[src/rtl/dpc_pkg.sv]
package dpc_pkg;

  typedef enum logic [2:0] {
    PH_IDLE = 3'd0,
    PH_PRE  = 3'd1,
    PH_ROW  = 3'd2,
    PH_CSET = 3'd3,
    PH_WAIT = 3'd4,
    PH_CSTB = 3'd5
  } phase_e;

  // column width: 8 + select
  function automatic logic [4:0] col_bits(input logic [1:0] sel);
    return 5'd8 + {3'd0, sel};
  endfunction

endpackage

[src/rtl/dpc_addr_split.sv]
module dpc_addr_split
  import dpc_pkg::*;
#(
  parameter int ADDR_W = 20,
  parameter int PIN_W  = 12
) (
  input  logic [ADDR_W-1:0] addr,
  input  logic [1:0]        col_sel,
  input  logic              wide_bus,
  output logic [ADDR_W-1:0] row_full,
  output logic [PIN_W-1:0]  row_pins,
  output logic [PIN_W-1:0]  col_pins
);

  logic [4:0]        cw;
  logic [4:0]        row_shift;
  logic [ADDR_W-1:0] col_mask;
  logic [ADDR_W-1:0] col_full;

  always_comb begin
    cw        = col_bits(col_sel);
    row_shift = cw + {4'd0, wide_bus};
    col_mask  = ~({ADDR_W{1'b1}} << cw);
    row_full  = addr >> row_shift;
    col_full  = (addr >> wide_bus) & col_mask;
    row_pins  = row_full[PIN_W-1:0];
    col_pins  = col_full[PIN_W-1:0];
  end

endmodule

[src/rtl/dpc_page_track.sv]
module dpc_page_track #(
  parameter int ROW_W = 20
) (
  input  logic             clk,
  input  logic             rst_n,
  input  logic             load,
  input  logic [ROW_W-1:0] load_row,
  input  logic             set_open,
  input  logic             clr_open,
  input  logic [ROW_W-1:0] probe_row,
  output logic             hit,
  output logic             page_open
);

  logic [ROW_W-1:0] row_q, row_d;
  logic             open_q, open_d;

  always_comb begin
    row_d  = load ? load_row : row_q;
    open_d = open_q;
    if (clr_open) open_d = 1'b0;
    if (set_open) open_d = 1'b1;
  end

  always_ff @(posedge clk or negedge rst_n) begin
    if (!rst_n) begin
      row_q  <= '0;
      open_q <= 1'b0;
    end else begin
      row_q  <= row_d;
      open_q <= open_d;
    end
  end

  assign hit       = open_q && (probe_row == row_q);
  assign page_open = open_q;

endmodule

[src/rtl/dpc_wait_ctr.sv]
module dpc_wait_ctr #(
  parameter int CNT_W = 2
) (
  input  logic             clk,
  input  logic             rst_n,
  input  logic             clear,
  input  logic             step,
  input  logic [CNT_W-1:0] limit,
  output logic             last
);

  logic [CNT_W-1:0] cnt_q, cnt_d;

  always_comb begin
    cnt_d = cnt_q;
    if (clear)     cnt_d = '0;
    else if (step) cnt_d = cnt_q + 1'b1;
  end

  always_ff @(posedge clk or negedge rst_n) begin
    if (!rst_n) cnt_q <= '0;
    else        cnt_q <= cnt_d;
  end

  assign last = ({1'b0, cnt_q} + 1'b1) == {1'b0, limit};

  // a wait cycle only runs while fewer than the requested count have passed
  a_r8_wait_within_limit: assert property (@(posedge clk) disable iff (!rst_n)
    step |-> (cnt_q < limit));

endmodule

[src/rtl/dram_page_seq.sv]
module dram_page_seq
  import dpc_pkg::*;
#(
  parameter int ADDR_W = 20,
  parameter int DATA_W = 16,
  parameter int PIN_W  = 12,
  parameter int WAIT_W = 2
) (
  input  logic              clk,
  input  logic              rst_n,
  input  logic              req_valid,
  input  logic [ADDR_W-1:0] req_addr,
  input  logic              req_write,
  input  logic [DATA_W-1:0] req_wdata,
  input  logic              cfg_page_en,
  input  logic [1:0]        cfg_col_sel,
  input  logic              cfg_wide_bus,
  input  logic [WAIT_W-1:0] cfg_wait,
  output logic              rsp_done,
  output logic [DATA_W-1:0] rsp_rdata,
  output logic [PIN_W-1:0]  mem_addr,
  output logic              mem_ras_n,
  output logic              mem_cas_n,
  output logic              mem_we_n,
  output logic [DATA_W-1:0] mem_dq_out,
  output logic              mem_dq_oe,
  input  logic [DATA_W-1:0] mem_dq_in
);

  // reset: asserted asynchronously, released on the clock
  logic rst_meta_q, rst_sync_n;
  always_ff @(posedge clk or negedge rst_n) begin
    if (!rst_n) begin
      rst_meta_q <= 1'b0;
      rst_sync_n <= 1'b0;
    end else begin
      rst_meta_q <= 1'b1;
      rst_sync_n <= rst_meta_q;
    end
  end

  phase_e            ph_q, ph_d;
  logic              cont_q, cont_d;     // current setup phase continues an open page
  logic [ADDR_W-1:0] cur_addr_q, cur_addr_d;
  logic              cur_wr_q, cur_wr_d;
  logic [DATA_W-1:0] cur_wd_q, cur_wd_d;
  logic [DATA_W-1:0] rdata_q, rdata_d;
  logic              take;

  logic [ADDR_W-1:0] req_row, cur_row;
  logic [PIN_W-1:0]  req_row_pins, req_col_pins, cur_row_pins, cur_col_pins;
  logic              row_hit, page_open, wait_last;
  logic              set_open, clr_open;

  dpc_addr_split #(.ADDR_W(ADDR_W), .PIN_W(PIN_W)) u_split_req (
    .addr(req_addr), .col_sel(cfg_col_sel), .wide_bus(cfg_wide_bus),
    .row_full(req_row), .row_pins(req_row_pins), .col_pins(req_col_pins)
  );

  dpc_addr_split #(.ADDR_W(ADDR_W), .PIN_W(PIN_W)) u_split_cur (
    .addr(cur_addr_q), .col_sel(cfg_col_sel), .wide_bus(cfg_wide_bus),
    .row_full(cur_row), .row_pins(cur_row_pins), .col_pins(cur_col_pins)
  );

  dpc_page_track #(.ROW_W(ADDR_W)) u_track (
    .clk(clk), .rst_n(rst_sync_n),
    .load(take), .load_row(req_row),
    .set_open(set_open), .clr_open(clr_open),
    .probe_row(req_row), .hit(row_hit), .page_open(page_open)
  );

  dpc_wait_ctr #(.CNT_W(WAIT_W)) u_wait (
    .clk(clk), .rst_n(rst_sync_n),
    .clear(ph_q == PH_CSET), .step(ph_q == PH_WAIT),
    .limit(cfg_wait), .last(wait_last)
  );

  // next-state logic
  always_comb begin
    ph_d   = ph_q;
    cont_d = 1'b0;
    take   = 1'b0;
    unique case (ph_q)
      PH_IDLE: begin
        if (req_valid) begin
          take = 1'b1;
          ph_d = PH_PRE;
        end
      end
      PH_PRE: ph_d = PH_ROW;
      PH_ROW: ph_d = PH_CSET;
      PH_CSET: begin
        if (cont_q && !req_valid) begin
          ph_d = PH_IDLE;
        end else if (cont_q && !(row_hit && cfg_page_en)) begin
          take = 1'b1;
          ph_d = PH_PRE;
        end else begin
          take = cont_q;
          ph_d = (cfg_wait == '0) ? PH_CSTB : PH_WAIT;
        end
      end
      PH_WAIT: if (wait_last) ph_d = PH_CSTB;
      PH_CSTB: begin
        if (cfg_page_en) begin
          ph_d   = PH_CSET;
          cont_d = 1'b1;
        end else begin
          ph_d = PH_IDLE;
        end
      end
      default: ph_d = PH_IDLE;
    endcase

    set_open = (ph_q == PH_PRE);
    clr_open = (ph_q != PH_PRE) && ((ph_d == PH_IDLE) || (ph_d == PH_PRE));

    cur_addr_d = take ? req_addr  : cur_addr_q;
    cur_wr_d   = take ? req_write : cur_wr_q;
    cur_wd_d   = take ? req_wdata : cur_wd_q;
    rdata_d    = ((ph_q == PH_CSTB) && !cur_wr_q) ? mem_dq_in : rdata_q;
  end

  always_ff @(posedge clk or negedge rst_sync_n) begin
    if (!rst_sync_n) begin
      ph_q       <= PH_IDLE;
      cont_q     <= 1'b0;
      cur_addr_q <= '0;
      cur_wr_q   <= 1'b0;
      cur_wd_q   <= '0;
      rdata_q    <= '0;
    end else begin
      ph_q       <= ph_d;
      cont_q     <= cont_d;
      cur_addr_q <= cur_addr_d;
      cur_wr_q   <= cur_wr_d;
      cur_wd_q   <= cur_wd_d;
      rdata_q    <= rdata_d;
    end
  end

  // output decode
  logic drive_phase;
  always_comb begin
    drive_phase = (ph_q == PH_WAIT) || (ph_q == PH_CSTB);
    unique case (ph_q)
      PH_PRE, PH_ROW: mem_addr = cur_row_pins;
      PH_CSET:        mem_addr = cont_q ? req_col_pins : cur_col_pins;
      PH_WAIT,
      PH_CSTB:        mem_addr = cur_col_pins;
      default:        mem_addr = '0;
    endcase
  end

  assign mem_ras_n  = ~page_open;
  assign mem_cas_n  = ~(ph_q == PH_CSTB);
  assign mem_we_n   = ~(drive_phase && cur_wr_q);
  assign mem_dq_oe  = drive_phase && cur_wr_q;
  assign mem_dq_out = cur_wd_q;
  assign rsp_done   = (ph_q == PH_CSTB);
  assign rsp_rdata  = rdata_q;

  // column strobe only under an open row, one cycle at a time
  a_r9_cas_under_ras: assert property (@(posedge clk) disable iff (!rst_sync_n)
    !mem_cas_n |-> !mem_ras_n);
  a_r9_cas_one_cycle: assert property (@(posedge clk) disable iff (!rst_sync_n)
    !mem_cas_n |=> mem_cas_n);
  // the cycle after the row strobe falls is a setup cycle, never a strobe
  a_r2_row_before_col: assert property (@(posedge clk) disable iff (!rst_sync_n)
    $fell(mem_ras_n) |=> mem_cas_n);
  // the row closes only while the column strobe is inactive
  a_r5_close_without_cas: assert property (@(posedge clk) disable iff (!rst_sync_n)
    $rose(mem_ras_n) |-> mem_cas_n);
  // completion is a single-cycle pulse
  a_r12_done_pulse: assert property (@(posedge clk) disable iff (!rst_sync_n)
    rsp_done |=> !rsp_done);

endmodule

[config.mk]
export PLATFORM = sky130hd
export DESIGN_NAME = dram_page_seq
export DESIGN_NICKNAME = d
export VERILOG_FILES = /design/src/rtl/dpc_pkg.sv /design/src/rtl/dpc_addr_split.sv /design/src/rtl/dpc_page_track.sv /design/src/rtl/dpc_wait_ctr.sv /design/src/rtl/dram_page_seq.sv
export SDC_FILE = /design/constraint.sdc
export NUM_CORES = 1
export LEC_CHECK = 0
export ABC_AREA = 1
export BUFFER_PORTS_ARGS = -buffer_cell sky130_fd_sc_hd__buf_2
export CAP_MARGIN = 20
export CORE_AREA = 5 5 136 151
export DETAILED_ROUTE_END_ITERATION = 16
export DIE_AREA = 0 0 141 156
export HOLD_SLACK_MARGIN = 0.05
export SYNTH_ARGS = -nofsm -noshare
export SYNTH_HDL_FRONTEND = slang
export SYNTH_HIERARCHICAL = 1
export SYNTH_SLANG_ARGS = --single-unit
[constraint.sdc]
create_clock -name clk -period 7.1 [get_ports clk]
set_input_delay 1.775 -clock clk [delete_from_list [all_inputs] [get_ports clk]]
set_output_delay 1.775 -clock clk [all_outputs]
set_load 0.01 [all_outputs]
== Word level (Yosys, flattened, before mapping) ==
Cells that the tools add are included.
Word-level totals
  register bits after elaboration: 82
  output and inout bits: 49
  word-level logic and storage cells: 73
Cells by class
  add/sub/neg operators: 4
  eq/ne operators: 9
  shifts and indexed selects: 5
  mux-type cells: 19
  bitwise operators: 6
  reduce and logical (&&, ||, !) cells: 19
Operator list (count)
  $shr 20x1->12: 2
  $pmux 12 s3: 1
  $and 12x12->12: 2
  $eq 20x20->1: 1
  $shl 20x5->12 const A: 1
  $shr 20x5->12: 1
  $shr 20x5->20: 1
  $pmux 3 s6: 1
  $mux 12: 1
  $mux 3: 4
  $not 12->12: 1
  $mux 1: 8
  $logic_and 1x1->1: 7
  $eq 3x1->1 const B: 2
  $eq 3x2->1 const B: 2
  $eq 3x3->1 const B: 2
  $logic_not 3->1: 2
  $mux 2: 3
  $add 4x2->5 const A: 1
  $add 5x1->5: 1
  $reduce_bool 2->1: 2
  $reduce_or 2->1: 2
  $add 2x1->3 const B: 1
  $eq 3x2->1: 1
  other kinds (7): 12

== Logic depth before layout (Yosys ltp) ==
  depth after elaboration: 16
  gate-level depth with buffers: 22

== By module ==
The synthesis kept the hierarchy.
By module, submodules not included
  dram_page_seq: times used 1, cells each 367, area an instance 2891.5 sq um, sequential area each 1476.4 sq um
  dpc_addr_split: times used 2, cells each 166, area an instance 859.6 sq um, sequential area each 0.0 sq um
  dpc_page_track: times used 1, cells each 160, area an instance 1131.1 sq um, sequential area each 525.5 sq um
  dpc_wait_ctr: times used 1, cells each 16, area an instance 125.1 sq um, sequential area each 50.0 sq um

== Least setup slack after synthesis ==
No wires, ideal clock.
  path type: input-to-output
  start: in cfg_col_sel[0]
  end: out mem_addr[7]
  data arrival time: 2865 ps
  path slack: 2460 ps
  stages: 11
  cell sequence: ha_1 -> inv_2 -> buf_6 -> nand2_1 -> nand2_1 -> nand2_2 -> nand3_1 -> nand2_1 -> buf_4 -> nand2_1 -> nand3_1
On the way
  elaborated cells between the ends (all ways): 9
  those cells by class: add/sub: 2; shift: 2; mux: 2; bitwise: 3
RTL lines
  start, declared: RTL line dram_page_seq.sv:16  | input logic [1:0] cfg_col_sel,
  $add 4x2->5: RTL line dpc_pkg.sv:14  | return 5'd8 + {3'd0, sel};
  $add 5x1->5: RTL line dpc_addr_split.sv:22  | row_shift = cw + {4'd0, wide_bus};
  $shr 20x5->12: RTL line dpc_addr_split.sv:24  | row_full = addr >> row_shift;
  net cur_row[7]: RTL line dram_page_seq.sv:50  | logic [ADDR_W-1:0] req_row, cur_row;
  $pmux 12 s3: RTL line dram_page_seq.sv:146  | unique case (ph_q)
  end, declared: RTL line dram_page_seq.sv:21  | output logic [PIN_W-1:0] mem_addr,
The timed path passes the listed nets, and every way through them passes these cells.

== Final worst setup path ==
  start: in cfg_wide_bus
  end: out mem_addr[2]
On the way
  elaborated cells between the ends (all ways): 8
  those cells by class: add/sub: 1; shift: 3; mux: 2; bitwise: 2
RTL lines
  start, declared: RTL line dram_page_seq.sv:17  | input logic cfg_wide_bus,
  $add 5x1->5: RTL line dpc_addr_split.sv:22
  $shr 20x5->12: RTL line dpc_addr_split.sv:24
  net cur_row[2]: RTL line dram_page_seq.sv:50
  $pmux 12 s3: RTL line dram_page_seq.sv:146
The timed path passes the listed nets, and every way through them passes these cells.

==> impl_metrics.env <==
export IMPL_worstPathArrival_ns=3.53
export IMPL_clkSinkCount=82
export IMPL_root_buffer="clkbuf_16"
export IMPL_post_drt_via_cell_ratio=4.35
export IMPL_grt_usage=0.131
export IMPL_grt_overflow=0
export IMPL_holdBufCountCts=0
export IMPL_avgSynthCellArea_um2=6.69
export IMPL_cts_buffers=9
export IMPL_clock_latency_ns=0.34
export IMPL_finClkSkew_ns=0.00859
export IMPL_criticalPathCategory="in -> out"
export IMPL_antenna_found_initial=1
export IMPL_area_growth_pct=12.9
export IMPL_cts_tree="yes"
export IMPL_r2r_setup_slack_ns=4.70
export IMPL_synthCells=855
export IMPL_slew_headroom=0.431
export IMPL_cellLeakagePower_nw=3.61
export IMPL_gp_congestion=0.887
export IMPL_cts_resized=0
export IMPL_drc=0
export IMPL_power_density_nw_per_um2=362
export IMPL_n_fill_cell=2084
export IMPL_max_freq_mhz=189
export IMPL_nets=992
export IMPL_max_slew_worst_pin_slew_ns=0.851
export IMPL_use_met2=0.224
export IMPL_h_tree_depth=3
export IMPL_fp_dieH_um=156
export IMPL_row_count=53
export IMPL_vias=5119
export IMPL_use_met3=0.0205
export IMPL_drtIter0Drc=339
export IMPL_grt_pass1_wl_um=23900
export IMPL_grt_pass1_vias=4816
export IMPL_grt_setup_unrepaired="no"
export IMPL_design_core_area_um2=18800
export IMPL_ir_drop_mv=0.110
export IMPL_clk_path_buf_depth=2
export IMPL_drv_slew=0
export IMPL_synth_area_um2=5720
export IMPL_seq_area_um2=2060
export IMPL_final_common_cell="nand2_1"
export IMPL_fin_crit_ns=5.30
export IMPL_tns_ns=0
export IMPL_ys_warn_count=6
export IMPL_routedWlPerCell_um=12.1
export IMPL_grt_met1_usage=0.169
export IMPL_wl_um=14300
export IMPL_drive_gt1_frac=0.211
export IMPL_busiest_layer="met2"
export IMPL_worst_ep_required_time_ns=5.33
export IMPL_multi_input_area_um2=2840
export IMPL_layout_worst_path_cycle_share=0.747
export IMPL_first_pass_iters=4
export IMPL_finalHoldViolCount=0
export IMPL_cts_setup_buffers=0
export IMPL_dieWidth_um=141
export IMPL_start_util=0.304
export IMPL_port_buffers=110
export IMPL_hold_class="reg -> async"
export IMPL_drv_cap=0
export IMPL_ios=111
export IMPL_die_area_um2=22000
export IMPL_grt_max_degree=57
export IMPL_crit_fanout=28
export IMPL_total_power_mw=2.34
export IMPL_setup_viol=0
export IMPL_status="finished clean"
export IMPL_ant_nets=0
export IMPL_final_cell_mix="351 x nand2_1, 110 x buf_2, 102 x nand3_1"
export IMPL_hpwl_um=10700
export IMPL_crit_path_end_kind="output port"
export IMPL_antenna_cells=0
export IMPL_start_kind="input port"
export IMPL_clk_pin_slew_ns=0.07
-- per-stage QoR --
step                setup WS [ns]  hold WS [ns]  cells  cell area (um^2)  utilization
finish                       1.80         0.225   1177              6450        0.343
floorplan                    2.46         0.331    863              5750            -
global route                 1.56         0.268   1177              6450        0.343
CTS                          1.81         0.243   1177              6450        0.343
detailed placement           1.81         0.238   1161              6150        0.327
global placement             1.80         0.241   1161              6150        0.327
-- worst max-delay path: stages --
cell and delay [ns]:
buf_2 0.37, ha_1 0.44, inv_2 0.23, nand2_1 0.08, nand2_1 0.10, nand2_1 0.08
nand3_1 0.10, nand2_1 0.07, nand2_1 0.07, nand3_1 0.07, buf_2 0.14
-- power by group --
part | switching (mW) | internal, mW | total [mW] | leakage [nW]
clock network | 0.193 | 0.283 | 0.476 | 0.153
registers | 0.133 | 0.687 | 0.820 | 1.01
logic | 0.658 | 0.386 | 1.04 | 2.45
-- state kept, by name (all words and copies together), names as in the netlist --
signal,flops
ph_q,3
cur_wr_q,1
rsp_rdata,16
cur_addr_q,20
u_track/page_open,1
cont_q,1
u_wait/cnt_q,2
mem_dq_out,16
u_track/row_q,20
rst_sync_n,1
rst_meta_q,1
-- layer usage --
layer	part of all wire	wire length (um)	up-vias
met2	0.50	7170	69
met1	0.45	6430	2293
met3	0.034	483	14
li1	-	-	2741
met4	0.014	207	2
met5	0.00049	7	-
-- layout make-up --
class,count,area share
Clock inverter,6,0.00969
Tap cell,247,0.0479
Clock buffer,10,0.0370
Multi-Input combinational cell,619,0.439
Sequential cell,82,0.319
Timing Repair Buffer,114,0.0900
Inverter,99,0.0576
-- worst paths after layout --
check,start,end,cells past startpoint
setup reg to reg,cont_q$_DFF_PN0_,cur_addr_q[17]$_DFFE_PN0P_,7
min in group clk,rst_meta_q$_DFF_PN0_,rst_sync_n$_DFF_PN0_,0
setup / recovery,cfg_wide_bus,mem_addr[2],11
hold reg to reg,rst_sync_n$_DFF_PN0_,mem_dq_out[9]$_DFFE_PN0P_,0
hold / removal,rst_sync_n$_DFF_PN0_,mem_dq_out[9]$_DFFE_PN0P_,0
max in group asynchronous,rst_n,rst_sync_n$_DFF_PN0_,1
Note: power is estimated with default switching activity, not from simulation.
